## config.mk

```make
export PLATFORM = sky130hd
export DESIGN_NAME = sram_lane_dev
export DESIGN_NICKNAME = d
export VERILOG_FILES = /design/src/rtl/sramdev_pkg.sv /design/src/rtl/sramdev_sync.sv /design/src/rtl/sramdev_decode.sv /design/src/rtl/sramdev_wrctl.sv /design/src/rtl/sramdev_array.sv /design/src/rtl/sram_lane_dev.sv
export SDC_FILE = /design/constraint.sdc
export NUM_CORES = 2
export LEC_CHECK = 0
export BUFFER_PORTS_ARGS = -buffer_cell sky130_fd_sc_hd__buf_2
export CELL_PAD_IN_SITES_DETAIL_PLACEMENT = 1
export CELL_PAD_IN_SITES_GLOBAL_PLACEMENT = 2
export CORE_MARGIN = 10
export CORE_UTILIZATION = 45
export DETAILED_ROUTE_END_ITERATION = 8
export HOLD_SLACK_MARGIN = 0.15
export PLACE_DENSITY_LB_ADDON = 0.1
export SYNTH_ARGS = -nofsm -noshare
export SYNTH_HDL_FRONTEND = slang
export SYNTH_SLANG_ARGS = --single-unit
```

## constraint.sdc

```tcl
create_clock -name clk -period 6 [get_ports clk]
set_input_delay 1.2 -clock clk [delete_from_list [all_inputs] [get_ports clk]]
set_output_delay 1.2 -clock clk [all_outputs]
set_load 0.02 [all_outputs]
```

## src/rtl/sramdev_pkg.sv

```systemverilog
package sramdev_pkg;

  typedef enum logic [1:0] {
    MODE_DESEL  = 2'd0,
    MODE_READ   = 2'd1,
    MODE_WRITE  = 2'd2,
    MODE_OUTOFF = 2'd3
  } dev_mode_e;

  // Priority: select, then lane strobes, then write strobe, then output enable.
  function automatic dev_mode_e mode_of(input logic sel_n, input logic wr_n,
                                        input logic oe_n, input logic no_lane);
    if (sel_n)        return MODE_DESEL;
    else if (no_lane) return MODE_DESEL;
    else if (!wr_n)   return MODE_WRITE;
    else if (!oe_n)   return MODE_READ;
    else              return MODE_OUTOFF;
  endfunction

  function automatic logic is_standby(input dev_mode_e m);
    return (m == MODE_DESEL);
  endfunction

  function automatic logic write_window(input logic sel_n, input logic wr_n);
    return (!sel_n) && (!wr_n);
  endfunction

endpackage

```

## src/rtl/sramdev_sync.sv

```systemverilog
module sramdev_sync #(
  parameter int          W       = 1,
  parameter int          STAGES  = 2,
  parameter logic [W-1:0] RST_VAL = '0
) (
  input  logic         clk,
  input  logic         rst_n,
  input  logic [W-1:0] d,
  output logic [W-1:0] q
);
  logic [W-1:0] stg [STAGES];

  always_ff @(posedge clk or negedge rst_n) begin
    if (!rst_n) begin
      for (int i = 0; i < STAGES; i++) stg[i] <= RST_VAL;
    end else begin
      stg[0] <= d;
      for (int i = 1; i < STAGES; i++) stg[i] <= stg[i-1];
    end
  end

  assign q = stg[STAGES-1];
endmodule

```

## src/rtl/sramdev_decode.sv

```systemverilog
module sramdev_decode
  import sramdev_pkg::*;
#(
  parameter int LANES = 2
) (
  input  logic             sel_n,
  input  logic             wr_n,
  input  logic             oe_n,
  input  logic [LANES-1:0] lane_n,
  output dev_mode_e        mode,
  output logic [LANES-1:0] drive,
  output logic             standby,
  output logic             ovl,
  output logic [LANES-1:0] lane_act
);
  always_comb begin
    mode     = mode_of(sel_n, wr_n, oe_n, &lane_n);
    standby  = is_standby(mode);
    ovl      = write_window(sel_n, wr_n);
    lane_act = ~lane_n;
    drive    = (mode == MODE_READ) ? ~lane_n : '0;
  end
endmodule

```

## src/rtl/sramdev_wrctl.sv

```systemverilog
module sramdev_wrctl #(
  parameter int ADDR_W = 17,
  parameter int LANES  = 2,
  parameter int LANE_W = 8
) (
  input  logic                    clk,
  input  logic                    rst_n,
  input  logic                    ovl,
  input  logic [LANES-1:0]        lane_act,
  input  logic [ADDR_W-1:0]       adr,
  input  logic [LANES*LANE_W-1:0] data,
  output logic                    commit,
  output logic [ADDR_W-1:0]       cmt_adr,
  output logic [LANES*LANE_W-1:0] cmt_data,
  output logic [LANES-1:0]        cmt_lanes
);
  localparam int DATA_W = LANES * LANE_W;

  logic              ovl_q;
  logic [ADDR_W-1:0] adr_q;
  logic [DATA_W-1:0] data_q;
  logic [LANES-1:0]  hit_q;

  always_ff @(posedge clk or negedge rst_n) begin
    if (!rst_n) begin
      ovl_q  <= 1'b0;
      adr_q  <= '0;
      data_q <= '0;
      hit_q  <= '0;
    end else begin
      ovl_q <= ovl;
      if (ovl) adr_q <= adr;
      for (int l = 0; l < LANES; l++) begin
        if (ovl && lane_act[l]) begin
          hit_q[l]                   <= 1'b1;
          data_q[l*LANE_W +: LANE_W] <= data[l*LANE_W +: LANE_W];
        end else if (!ovl) begin
          hit_q[l] <= 1'b0;
        end
      end
    end
  end

  // Window closed on this cycle: the held samples are the last in-window ones.
  assign commit    = ovl_q & ~ovl;
  assign cmt_adr   = adr_q;
  assign cmt_data  = data_q;
  assign cmt_lanes = hit_q;
endmodule

```

## src/rtl/sramdev_array.sv

```systemverilog
module sramdev_array #(
  parameter int ADDR_W = 17,
  parameter int LANES  = 2,
  parameter int LANE_W = 8,
  parameter int DEPTH  = 256
) (
  input  logic                    clk,
  input  logic                    wr_en,
  input  logic [ADDR_W-1:0]       wr_adr,
  input  logic [LANES*LANE_W-1:0] wr_data,
  input  logic [LANES-1:0]        wr_lanes,
  input  logic [ADDR_W-1:0]       rd_adr,
  output logic [LANES*LANE_W-1:0] rd_data
);
  localparam int IDX_W = (DEPTH > 1) ? $clog2(DEPTH) : 1;

  logic [IDX_W-1:0] wr_idx;
  logic [IDX_W-1:0] rd_idx;

  assign wr_idx = wr_adr[IDX_W-1:0];
  assign rd_idx = rd_adr[IDX_W-1:0];

  generate
    if (IDX_W < ADDR_W) begin : g_fold
      logic unused_hi_bits;
      assign unused_hi_bits = ^{wr_adr[ADDR_W-1:IDX_W], rd_adr[ADDR_W-1:IDX_W]};
    end
  endgenerate

  generate
    for (genvar g = 0; g < LANES; g++) begin : g_lane
      logic [LANE_W-1:0] mem [DEPTH];

      always_ff @(posedge clk) begin
        if (wr_en && wr_lanes[g]) mem[wr_idx] <= wr_data[g*LANE_W +: LANE_W];
      end

      assign rd_data[g*LANE_W +: LANE_W] = mem[rd_idx];
    end
  endgenerate
endmodule

```

## src/rtl/sram_lane_dev.sv

```systemverilog
module sram_lane_dev
  import sramdev_pkg::*;
#(
  parameter int ADDR_W = 17,
  parameter int LANES  = 2,
  parameter int LANE_W = 8,
  parameter int DEPTH  = 256
) (
  input  logic                    clk,
  input  logic                    rst_n,
  input  logic                    chip_sel_n,
  input  logic                    wr_strobe_n,
  input  logic                    out_en_n,
  input  logic [LANES-1:0]        lane_sel_n,
  input  logic [ADDR_W-1:0]       adr,
  input  logic [LANES*LANE_W-1:0] bus_in,
  output logic [LANES*LANE_W-1:0] bus_out,
  output logic [LANES-1:0]        bus_drive,
  output logic [1:0]              dev_mode,
  output logic                    low_power
);
  localparam int DATA_W = LANES * LANE_W;
  localparam int CTRL_W = 3 + LANES;
  localparam int PAY_W  = ADDR_W + DATA_W;

  // Synchronized pins
  logic [CTRL_W-1:0] ctrl_s;
  logic [PAY_W-1:0]  pay_s;
  logic              sel_s, wr_s, oe_s;
  logic [LANES-1:0]  lane_s;
  logic [ADDR_W-1:0] adr_s;
  logic [DATA_W-1:0] data_s;

  sramdev_sync #(.W(CTRL_W), .STAGES(2), .RST_VAL({CTRL_W{1'b1}})) u_sync_ctrl (
    .clk   (clk),
    .rst_n (rst_n),
    .d     ({chip_sel_n, wr_strobe_n, out_en_n, lane_sel_n}),
    .q     (ctrl_s)
  );

  sramdev_sync #(.W(PAY_W), .STAGES(2), .RST_VAL('0)) u_sync_pay (
    .clk   (clk),
    .rst_n (rst_n),
    .d     ({adr, bus_in}),
    .q     (pay_s)
  );

  assign {sel_s, wr_s, oe_s, lane_s} = ctrl_s;
  assign {adr_s, data_s}             = pay_s;

  // Decode: named events for the checker
  dev_mode_e        mode_w;
  logic [LANES-1:0] drive_w;
  logic             stby_w;
  logic             wr_ovl;
  logic [LANES-1:0] lane_act;

  sramdev_decode #(.LANES(LANES)) u_dec (
    .sel_n    (sel_s),
    .wr_n     (wr_s),
    .oe_n     (oe_s),
    .lane_n   (lane_s),
    .mode     (mode_w),
    .drive    (drive_w),
    .standby  (stby_w),
    .ovl      (wr_ovl),
    .lane_act (lane_act)
  );

  // Write capture and commit
  logic              wr_commit;
  logic [ADDR_W-1:0] cmt_adr;
  logic [DATA_W-1:0] cmt_data;
  logic [LANES-1:0]  cmt_lanes;

  sramdev_wrctl #(.ADDR_W(ADDR_W), .LANES(LANES), .LANE_W(LANE_W)) u_wr (
    .clk       (clk),
    .rst_n     (rst_n),
    .ovl       (wr_ovl),
    .lane_act  (lane_act),
    .adr       (adr_s),
    .data      (data_s),
    .commit    (wr_commit),
    .cmt_adr   (cmt_adr),
    .cmt_data  (cmt_data),
    .cmt_lanes (cmt_lanes)
  );

  // Storage
  logic [DATA_W-1:0] rd_word;

  sramdev_array #(.ADDR_W(ADDR_W), .LANES(LANES), .LANE_W(LANE_W), .DEPTH(DEPTH)) u_mem (
    .clk      (clk),
    .wr_en    (wr_commit),
    .wr_adr   (cmt_adr),
    .wr_data  (cmt_data),
    .wr_lanes (cmt_lanes),
    .rd_adr   (adr_s),
    .rd_data  (rd_word)
  );

  // Output lanes
  generate
    for (genvar g = 0; g < LANES; g++) begin : g_out
      assign bus_out[g*LANE_W +: LANE_W] = drive_w[g] ? rd_word[g*LANE_W +: LANE_W] : '0;
    end
  endgenerate

  assign bus_drive = drive_w;
  assign dev_mode  = mode_w;
  assign low_power = stby_w;
endmodule

```

==> run metrics <==
P&R area growth vs syn=13.1%; Initial Util=45.2%; largest net degree at the start of global routing=209; DP Cell Count=12600; initial antenna violation count=43; global-route wire length before repair=706000 um; Critical Path Max Stage Delay=770 ps; vias in the first global route=86200; Final min period=6040 ps; CTS clk-pin slew, worst paths=70 ps; Final setup viols=2; gpl congestion=0.836; # fillers=32000; Final Util=51.1%; PD cells=354 mW/mm2; First-pass DRT Iterations=6; layout cells sized above 1=22.7%; Clock Sinks=4181; P_leak=58.6 nW; Core Region=0.363 mm2; DP HPWL=320000 um; most frequent CP cell=buf_4; Crit path max-delay family=simple AND/OR/NAND/NOR gates; DR WL met3=39200 um; mapped cell area=0.164 mm2; TritonCTS clock tree=done; CP max stage cell=dfrtp_4; wl on met1=216000 um; worst setup path class=reg2out; cts-stage hold buffer count=0; Post-Syn Instances=7909; CTS H-tree depth=5; failing checks=setup timing; Post-synth EDFFs=4096; die area=0.389 mm2; final slew viol count=0; Clock Latency Late Sink=990 ps; Num CTS Buffers=445; worst reg-to-reg path cell count=3; top layer reached by signal wires=met5; final layout net count=8367; FF-to-FF Start=u_wr.cmt_adr[5]$_DFFE_PN0P_; asr flop ratio synth=2.03%; largest area contributor in the netlist=edfxtp_1; initial DRC count=10400; final wirelength=514000 um; GRT Total Usage=25.6%; WL met2=242000 um; Syn. warnings=0; deepest clock path buffer count=4; Die Wd=624 um; Die H=624 um; Max IR drop VDD=0.000257 V; Critical path origin=u_sync_pay.q[18]$_DFF_PN0_; Final WS setup=-40.6 ps; DRT antenna net count=0; Yosys reg bits=4181; worst hold-check path type=in2async; CP cell instances=inv_4 -> buf_4 -> nand2_1 -> a21oi_1 -> nor4_4 -> buf_4 -> nand4_1 -> o31ai_2 -> buf_2; Synthesized Nets=7949; final hold violations=0; Startpoint Class=flip-flop; vias per cell=6.26; Worst Path Arrival=4840 ps; WP data required=4800 ps; top cells by area, synth=edfxtp_1, mux4_2, mux4_1, mux2i_1, nor2_1; Clock Tree Root=clkbuf_16; Main synth FF type=edfxtp_1; final setup skew=41.7 ps; RSZ-0062 raised after global routing=true; Crit Path Max Fanout=28; commonest cells after routing, fill and taps aside=edfxtp_1, mux4_2, nor2_1, clkbuf_16, mux2i_1; I/O Buffers=51; status=complete, but fails checks; drt drc=0; fmax=0.166 GHz; r2r endpoint=u_mem.g_lane[1].mem[165][0]$_DFFE_PP_; CP endpoint kind=output pin; share of the synthesized area in the top cell type=75.0%; Post-Layout Cell Count=13500; Buf/Inv on CP=4; total grt overflow=0; syn avg cell area=20.7 um2; Final period util=101%; Seq/Total Area, Yosys=76.3%; Yosys cell types=87; Routed WL per cell=38.0 um; commonest non-fill, non-tap cell in the layout=edfxtp_1; relative slew slack=8.05%; r2r setup slk=1760 ps; maxcap violations=0; via count=84700; slew at the pin closest to its max-slew limit=1380 ps; top-level I/O count=61; floorplan row count=221
==> synthesized netlist by cell type, drive strengths merged, types with 81 or more instances <==
cell    count
nand2     136
nand3      81
a21oi      85
o22ai     184
edfxtp   4096
clkbuf    206
buf       287
nor3      145
nor2      616
mux4      822
o221ai    139
mux2i     403
==> how the worst max path moves through the flow <==
stage	cells past startpoint	slack (ps)	to
after floorplan	0	2020	u_mem.g_lane[0].mem[0][0]$_DFFE_PP_
after global placement	10	150	bus_out[7]
after detailed placement	11	320	bus_out[6]
after CTS	11	-120	bus_out[6]
after global routing	11	-4	bus_out[6]
final	9	-40	bus_out[14]
==> per-layer routing <==
metal  track usage [%]  up-vias
met5                 0        -
met4              7.48        8
met3              4.75      721
met2              40.6     3517
met1              36.6    46400
li1                  -    34000
==> where the power goes <==
group	leakage, nW	internal, mW	switching [mW]
sequential	37.8	33.5	0.449
combinational	13.7	1.04	3.17
clock	7.05	15.9	11.6
==> flip-flops by register name (all words and copies together), names as in the netlist <==
name,cells
u_wr.cmt_lanes,2
u_sync_ctrl.q,5
u_sync_pay.q,24
u_sync_pay.stg,24
u_sync_ctrl.stg,5
u_wr.cmt_data,16
u_mem.g_lane.mem,4096
u_wr.cmt_adr,8
u_wr.ovl_q,1
==> cell families (layout without fill, tap and decap cells) <==
group | after synthesis | in the layout | synth area share, %
buf+inv | 504 | 1309 | 2.61
flops | 4181 | 4181 | 76.3
compound gates | 725 | 725 | 3.15
other cells | 0 | 19 | 0
mux | 1293 | 1293 | 14.6
simple gates | 1206 | 1206 | 3.37
==> cell type report <==
class / instances / area, um2 / share of cell area, %
clock inverter: 279 / 2760 / 1.49
multi-input combinational: 3224 / 35100 / 18.9
tap: 4794 / 6000 / 3.24
inverter: 8 / 58.8 / 0.0317
sequential: 4181 / 125000 / 67.5
clock buffer: 555 / 11700 / 6.32
timing repair buffer: 466 / 4470 / 2.41
timing repair inverter: 1 / 11.3 / 0.00607
antenna: 19 / 47.5 / 0.0256
==> through the flow <==
stage / power (mW) / setup slack (ps) / TNS (ps) / hold WS (ps) / area (um2)
5_1_grt: 67.5 / -3.97 / -4.02 / 267 / 185000
3_5_place_dp: 38.7 / 325 / 0 / 336 / 170000
2_1_floorplan: 36.8 / 2020 / 0 / 331 / 164000
3_3_place_gp: 38.5 / 147 / 0 / 334 / 170000
4_1_cts: 66.1 / -121 / -135 / 229 / 185000
6_report: 65.7 / -40.6 / -74.4 / 281 / 185000
==> repair_timing <==
item | CTS | global route
resized for setup | 90 | 33
endpoints found under the hold margin | 0 | 0
buffers inserted | 28 | 11
setup endpoints to repair | 16 | 14
pin swaps | 7 | 7
gates cloned | 3 | 4
No activity file was read; power rests on OpenSTA's default activity.
